[src/rtl/sram_sleep_pkg.sv]
package sram_sleep_pkg;
  typedef enum logic [1:0] {
    OP_DESEL = 2'b00,
    OP_READ  = 2'b01,
    OP_WRITE = 2'b10,
    OP_BURST = 2'b11
  } op_e;

  typedef enum logic [1:0] {
    ST_AWAKE = 2'b00,
    ST_ENTER = 2'b01,
    ST_SLEEP = 2'b10,
    ST_RECOV = 2'b11
  } pwr_st_e;
endpackage

[src/rtl/sram_sleep_sync.sv]
module sram_sleep_sync #(
  parameter int STAGES = 2
) (
  input  logic clk,
  input  logic rst_n,
  input  logic async_in,
  output logic sync_out
);
  logic [STAGES-1:0] chain;

  always_ff @(posedge clk or negedge rst_n) begin
    if (!rst_n) chain <= '0;
    else        chain <= {chain[STAGES-2:0], async_in};
  end

  assign sync_out = chain[STAGES-1];
endmodule

[src/rtl/sram_sleep_fsm.sv]
module sram_sleep_fsm
  import sram_sleep_pkg::*;
#(
  parameter int ENTRY_CYC = 2,
  parameter int RECOV_CYC = 2
) (
  input  logic    clk,
  input  logic    rst_n,
  input  logic    req_s,
  input  logic    busy,
  output pwr_st_e st,
  output logic    viol
);
  localparam int MAXC = (ENTRY_CYC > RECOV_CYC) ? ENTRY_CYC : RECOV_CYC;
  localparam int CW   = $clog2(MAXC + 1);
  localparam logic [CW-1:0] ENTRY_LAST = CW'(ENTRY_CYC - 2);
  localparam logic [CW-1:0] RECOV_LAST = CW'(RECOV_CYC - 1);

  pwr_st_e       st_q;
  logic [CW-1:0] cnt_q;

  always_ff @(posedge clk or negedge rst_n) begin
    if (!rst_n) begin
      st_q  <= ST_AWAKE;
      cnt_q <= '0;
      viol  <= 1'b0;
    end else begin
      viol <= 1'b0;
      unique case (st_q)
        ST_AWAKE: if (req_s) begin
          st_q  <= ST_ENTER;
          cnt_q <= '0;
          viol  <= busy;
        end
        ST_ENTER: begin
          if (!req_s)                  st_q <= ST_AWAKE;
          else if (cnt_q == ENTRY_LAST) st_q <= ST_SLEEP;
          else                         cnt_q <= cnt_q + 1'b1;
        end
        ST_SLEEP: if (!req_s) begin
          st_q  <= ST_RECOV;
          cnt_q <= '0;
        end
        ST_RECOV: begin
          if (req_s) begin
            st_q  <= ST_ENTER;
            cnt_q <= '0;
          end else if (cnt_q == RECOV_LAST) st_q <= ST_AWAKE;
          else                              cnt_q <= cnt_q + 1'b1;
        end
        default: st_q <= ST_AWAKE;
      endcase
    end
  end

  assign st = st_q;
endmodule

[src/rtl/sram_sleep_gate.sv]
module sram_sleep_gate
  import sram_sleep_pkg::*;
#(
  parameter int ADDR_W = 16,
  parameter int DATA_W = 32
) (
  input  logic              clk,
  input  logic              rst_n,
  input  pwr_st_e           st,
  input  logic              cmd_valid,
  output logic              cmd_ready,
  input  logic [1:0]        cmd_op,
  input  logic [ADDR_W-1:0] cmd_addr,
  input  logic [DATA_W-1:0] cmd_wdata,
  output logic              core_valid,
  input  logic              core_ready,
  output logic [1:0]        core_op,
  output logic [ADDR_W-1:0] core_addr,
  output logic [DATA_W-1:0] core_wdata,
  input  logic [DATA_W-1:0] core_rdata,
  input  logic              core_rvalid,
  output logic              rd_valid,
  output logic [DATA_W-1:0] rd_data,
  output logic              rd_oe,
  output logic              wr_err
);
  logic pass_all, in_recov, safe_op, forward;

  always_comb begin
    pass_all = (st == ST_AWAKE) || (st == ST_ENTER);
    in_recov = (st == ST_RECOV);
    safe_op  = (cmd_op == OP_DESEL) || (cmd_op == OP_READ);
    forward  = pass_all || (in_recov && safe_op);
  end

  assign core_valid = cmd_valid && forward;
  assign cmd_ready  = forward ? core_ready : 1'b1;
  assign core_op    = cmd_op;
  assign core_addr  = cmd_addr;
  assign core_wdata = cmd_wdata;

  assign rd_oe    = (st != ST_SLEEP);
  assign rd_valid = rd_oe && core_rvalid;
  assign rd_data  = rd_oe ? core_rdata : '0;

  always_ff @(posedge clk or negedge rst_n) begin
    if (!rst_n) wr_err <= 1'b0;
    else        wr_err <= in_recov && cmd_valid && !safe_op;
  end
endmodule

[src/rtl/sram_sleep_ctrl.sv]
module sram_sleep_ctrl
  import sram_sleep_pkg::*;
#(
  parameter int ADDR_W      = 16,
  parameter int DATA_W      = 32,
  parameter int SYNC_STAGES = 2,
  parameter int ENTRY_CYC   = 2,
  parameter int RECOV_CYC   = 2
) (
  input  logic              clk,
  input  logic              rst_n,
  input  logic              sleep_req,
  input  logic              cmd_valid,
  output logic              cmd_ready,
  input  logic [1:0]        cmd_op,
  input  logic [ADDR_W-1:0] cmd_addr,
  input  logic [DATA_W-1:0] cmd_wdata,
  output logic              core_valid,
  input  logic              core_ready,
  output logic [1:0]        core_op,
  output logic [ADDR_W-1:0] core_addr,
  output logic [DATA_W-1:0] core_wdata,
  input  logic              core_busy,
  input  logic [DATA_W-1:0] core_rdata,
  input  logic              core_rvalid,
  output logic              rd_valid,
  output logic [DATA_W-1:0] rd_data,
  output logic              rd_oe,
  output logic [1:0]        pwr_state,
  output logic              wr_err,
  output logic              viol_err
);
  logic    req_s;
  pwr_st_e st;

  sram_sleep_sync #(.STAGES(SYNC_STAGES)) u_sync (
    .clk(clk), .rst_n(rst_n), .async_in(sleep_req), .sync_out(req_s)
  );

  sram_sleep_fsm #(.ENTRY_CYC(ENTRY_CYC), .RECOV_CYC(RECOV_CYC)) u_fsm (
    .clk(clk), .rst_n(rst_n), .req_s(req_s), .busy(core_busy),
    .st(st), .viol(viol_err)
  );

  sram_sleep_gate #(.ADDR_W(ADDR_W), .DATA_W(DATA_W)) u_gate (
    .clk(clk), .rst_n(rst_n), .st(st),
    .cmd_valid(cmd_valid), .cmd_ready(cmd_ready), .cmd_op(cmd_op),
    .cmd_addr(cmd_addr), .cmd_wdata(cmd_wdata),
    .core_valid(core_valid), .core_ready(core_ready), .core_op(core_op),
    .core_addr(core_addr), .core_wdata(core_wdata),
    .core_rdata(core_rdata), .core_rvalid(core_rvalid),
    .rd_valid(rd_valid), .rd_data(rd_data), .rd_oe(rd_oe), .wr_err(wr_err)
  );

  assign pwr_state = st;
endmodule

[config.mk]
export PLATFORM = sky130hd
export DESIGN_NAME = sram_sleep_ctrl
export DESIGN_NICKNAME = d
export VERILOG_FILES = /design/src/rtl/sram_sleep_pkg.sv /design/src/rtl/sram_sleep_sync.sv /design/src/rtl/sram_sleep_fsm.sv /design/src/rtl/sram_sleep_gate.sv /design/src/rtl/sram_sleep_ctrl.sv
export SDC_FILE = /design/constraint.sdc
export NUM_CORES = 1
export LEC_CHECK = 0
export ABC_CLOCK_PERIOD_IN_PS = 1200
export CORE_MARGIN = 2
export CORE_UTILIZATION = 20
export CTS_CLUSTER_DIAMETER = 50
export DETAILED_ROUTE_END_ITERATION = 7
export PLACE_DENSITY = 0.79
export SLEW_MARGIN = 20
export SYNTH_ARGS = -nofsm -noshare
export SYNTH_HDL_FRONTEND = slang
export SYNTH_HIERARCHICAL = 1
export SYNTH_SLANG_ARGS = --single-unit
[constraint.sdc]
create_clock -name clk -period 1.2 [get_ports clk]
set_input_delay 0.24 -clock clk [delete_from_list [all_inputs] [get_ports clk]]
set_output_delay 0.24 -clock clk [all_outputs]
set_load 0.01 [all_outputs]
==> Word-level counts from Yosys, hierarchy flattened <==
Cells that the tools add are included.
{ "op_classes": {"addsub": 1, "eq_ne": 13, "n_mux": 18, "n_reduce_logical": 14} }
{ "op_table": {"columns": ["cell", "count"], "rows": [
  ["32-bit 2-to-1 mux", 1],
  ["2-bit 2-to-1 mux", 12],
  ["2-bit one-hot mux with 4 select lines", 2],
  ["2-bit != test, second input constant", 5],
  ["2-bit by 1-bit == test with 1-bit output, second input constant", 3],
  ["2-bit zero test", 3],
  ["3-bit != test, second input constant", 2],
  ["1-bit logical AND", 5],
  ["5-bit AND reduction", 1],
  ["2-bit == test, second input constant", 2],
  ["4-bit AND reduction", 1],
  ["1-bit logical OR", 3],
  ["1-bit 2-to-1 mux", 3],
  ["3-bit by 2-bit != test with 1-bit output, second input constant", 1],
  ["2-bit by 1-bit adder with 2-bit output, second input constant", 1],
  ["1-bit zero test", 1]
]} }
{ "word_totals": {"ff_bits": 8, "in_bits": 89, "wordCells": 51} }

==> Depth between registers and ports, before layout <==
{ "depth": {"ltp_word": 5, "ltp_mapped": 5} }

==> By module <==
The synthesis kept the hierarchy.
{ "modules_own_cells": {"columns": ["mod", "instances", "cells_each", "area_per_inst_um2"], "rows": [
  ["sram_sleep_gate", 1, 92, 749.5],
  ["sram_sleep_fsm", 1, 23, 262.8],
  ["sram_sleep_sync", 1, 2, 50.0]
]} }

==> Worst setup path before layout <==
Ideal clock, no wire load.
{ "synth_path": {"path_kind": "reg2out", "startpoint": "register u_fsm.st_q[0], in the netlist u_fsm/st[0]", "endpoint": "output rd_data[17]", "t_arrival_ns": 1.054, "required_ns": 0.960, "path_slack_ns": -0.094, "path_stages_with_launch": 4, "cell_sequence": "dfrtp_1 nand2b_4 buf_6 and2_4"} }
{ "synth_via": {"elab_chain_len": 2} }
{ "synth_lines": {"columns": ["element", "line", "text"], "rows": [
  ["start: declaration", "sram_sleep_fsm.sv:19", "pwr_st_e st_q;"],
  ["start signal: assignment", "sram_sleep_fsm.sv:24", "st_q <= ST_AWAKE;"],
  ["start signal: assignment", "sram_sleep_fsm.sv:31", "st_q <= ST_ENTER;"],
  ["start signal: assignment", "sram_sleep_fsm.sv:36", "if (!req_s) st_q <= ST_AWAKE;"],
  ["2-bit != test", "sram_sleep_gate.sv:42", "assign rd_oe = (st != ST_SLEEP);"],
  ["via rd_oe", "sram_sleep_ctrl.sv:28", "output logic rd_oe,"],
  ["32-bit 2-to-1 mux", "sram_sleep_gate.sv:44", "assign rd_data = rd_oe ? core_rdata : '0;"],
  ["end: declaration", "sram_sleep_ctrl.sv:27", "output logic [DATA_W-1:0] rd_data,"]
]} }
The timed path passes the listed nets, and every way through them passes these cells.

==> impl_metrics.toml <==
[run_status]
status = "complete, but fails checks"
failed_checks = "setup timing"

[layout]
utilization_pct = 41.18
antenna_cells = 0
syn_to_final_growth_pct = 98.00
regArea_um2 = 205.2
instances_no_fill = 254
multi_input_area_um2 = 566.8
nNetsFinal = 276
drive_gt1_share_pct = 66.30
fillCellCount = 501

[route]
drc_errors = 0
wl_per_cell_um = 14.26
drt-total-wl_um = 3622
first_pass_iters = 3
postRouteAntennaNets = 0
vias = 1007
viasPerCell = 3.965
first_iter_violations = 13

[global_routing]
grt_max_degree = 9
grt_pass1_wl_um = 5250
antenna_found_initial = 0
overflow = 0
grt.total_usage_pct = 11.13
grt_pass1_vias = 997

[power]
cellLeakagePower_nw = 0.9943
irDropWorstVdd_uv = 813.7
pwr-share-clk_pct = 8.1
p_int_mw = 2.753
power_frac_seq_pct = 11.7
powerDensity_mw_per_mm2 = 1968
combPwrFrac_pct = 80.3
p_sw_mw = 1.387
switching_share_pct = 33.51

[timing]
worst_slack_ps = -404.8
maxSlewViolCount = 0
finalCritPeriodShare_pct = 133.7
timing.fmax_mhz = 623.1
slew_headroom_pct = 74.68
fin_crit_ps = 1605
worst_slew_pin_slew_ps = 378.7
report.final.setup_viol = 42
hold_viol = 0
fin_skew_ps = 4.334
rsz0062_at_grt = "true"

[flow_run]
maxCapViolCount = 0

[clock_tree]
clockBufferDepth = 2
clock-sinks = 8
insertion_delay_ps = 230
root_buffer = "clkbuf_8"
postCtsHoldBufs = 0
htree_levels = 1
cts_tree = "yes"
cts_buffers = 3
path_clk_slew_ps = 40

[synthesis]
async_flop_share_pct = 100.0
synth.avg_cell_area_um2 = 9.079
seq_area_frac_synth_pct = 18.85
synthDistinctLibCells = 22
synth_top_area_share_pct = 35.34
synth_top_area_cell = "buf_4"
synthFlopType = "dfrtp_1"
yosys-top-cells-count = "50 x buf_4, 23 x and2_4, 8 x dfrtp_1"
syn_inst = 117
ys_ff_latch = 8
synth.most_common_cell = "buf_4"
synth_fp_nets = 208
netlist_area_mm2 = 0.001062
yosys_warnings = 6
synth_area_leaders = "buf_4 35%, and2_4 19%, dfrtp_1 19%"
synth_edf_count = 0

[die]
die_y_um = 76.88
core_region_area_mm2 = 0.005107
start_util_pct = 20.80
ios = 179
rows = 26
die_w_um = 76.88
die_area_mm2 = 0.005911

[placed_design]
numPortBuffers = 80
dp_cells = 217
dpl.hpwl_um = 2087
place.gp.congestion = 0.7069

[setup_path]
endpoint_kind = "output port"
crit_arrival_ps = 1360
worstPathRequired_ps = 960
crit_type = "reg -> out"
reg2reg_to = "u_fsm/cnt_q[1]$_DFFE_PN0P_"
startpoint_type = "flip-flop"
reg2reg_slack_ps = -320
path_max_fanout = 7
reg2reg_depth = 5

[hold_path]
min_path_type = "in -> async"
[worst max-delay path, cell delays in order, from the launching register on]
cell and delay, ps:
dfrtp_4 560, buf_6 150, nand2b_4 90, buf_6 110, and2_4 130, buf_6 100
[cell type report]
| type | count | area share [%] |
|---|---|---|
| Clock buffer | 4 | 2.142 |
| Inverter | 3 | 0.5354 |
| Multi-Input combinational cell | 58 | 26.95 |
| Sequential cell | 8 | 9.756 |
| Tap cell | 70 | 4.164 |
| Timing Repair Buffer | 111 | 56.45 |
[what timing repair did]
action / in CTS / in global routing
setup buffers: 26 / 5
pin swaps: 21 / 12
endpoints found under the setup margin: 43 / 44
cloned: 5 / 0
gates resized for setup: 233 / 20
[how the worst max path moves through the flow]
stage,start,to,cells after the start
after detailed placement,cmd_op[1],core_valid,4
after floorplan,u_fsm/st[0]$_DFFE_PN0P_,rd_data[11],3
final,flip-flop,rd_data[10],5
after CTS,flip-flop,rd_data[18],5
after global routing,flip-flop,rd_data[10],5
after global placement,cmd_op[1],core_valid,4
[per-stage QoR]
step                area, um2  setup WS, ps  total power, mW  hold slack [ps]  TNS [ps]
finish                   2103        -404.8            4.140            299.1    -12070
global route             2103        -438.1            4.385            326.5    -13680
CTS                      2012        -420.5            3.836            310.2    -12100
detailed placement       1565        -614.0            2.306            336.2    -17050
global placement         1565        -578.8            2.260            333.7    -15880
floorplan                1064        -12.53            1.590           -55.59    -81.39
[logic make-up after synthesis]
group	Yosys count	share of synthesized area (%)
flops	8	18.85
fa+ha+maj	2	2.355
simple gates	44	32.86
compound gates	5	4.475
mux	2	1.885
buf+inv	56	39.58
[routing by layer]
layer / up-vias / global-route usage (%) / share of wire [%]
li1: 454 / - / -
met4: 0 / 1.091 / 0.22
met2: 78 / 18.33 / 50
met1: 473 / 12.41 / 37
met5: - / 0 / 0
met3: 2 / 7.294 / 13
[layout by cell type, fill, tap and decap left out]
cell type / Yosys / routed
buf_8: 0 / 2
inv_1: 3 / 2
a21boi_2: 1 / 1
and2_4: 23 / 33
nand3_1: 2 / 2
dlygate4sd2_1: 0 / 2
a21boi_4: 0 / 1
nand2b_4: 1 / 7
a21o_4: 0 / 1
clkbuf_1: 0 / 1
buf_6: 3 / 65
o21ai_0: 1 / 1
dfrtp_2: 0 / 1
mux2i_1: 2 / 2
and4bb_2: 1 / 1
nand2_1: 3 / 3
o221ai_4: 0 / 1
and4_2: 1 / 1
clkbuf_8: 0 / 3
nand4b_1: 1 / 1
clkdlybuf4s50_1: 0 / 39
nand3b_1: 1 / 1
inv_2: 0 / 1
dfrtp_4: 0 / 1
buf_4: 50 / 1
ha_1: 2 / 2
dfrtp_1: 8 / 6
buf_2: 0 / 2
[power by group through the flow]
| stage | Combinational, mW | Sequential [mW] | Clock, mW |
|---|---|---|---|
| 2_1_floorplan | 1.13 | 0.465 | 0 |
| 5_1_grt | 3.52 | 0.502 | 0.363 |
| 3_3_place_gp | 1.87 | 0.389 | 0 |
| 6_report | 3.32 | 0.483 | 0.334 |
| 3_5_place_dp | 1.91 | 0.394 | 0 |
| 4_1_cts | 3.00 | 0.488 | 0.346 |
Power figures use the tool's default switching activity.
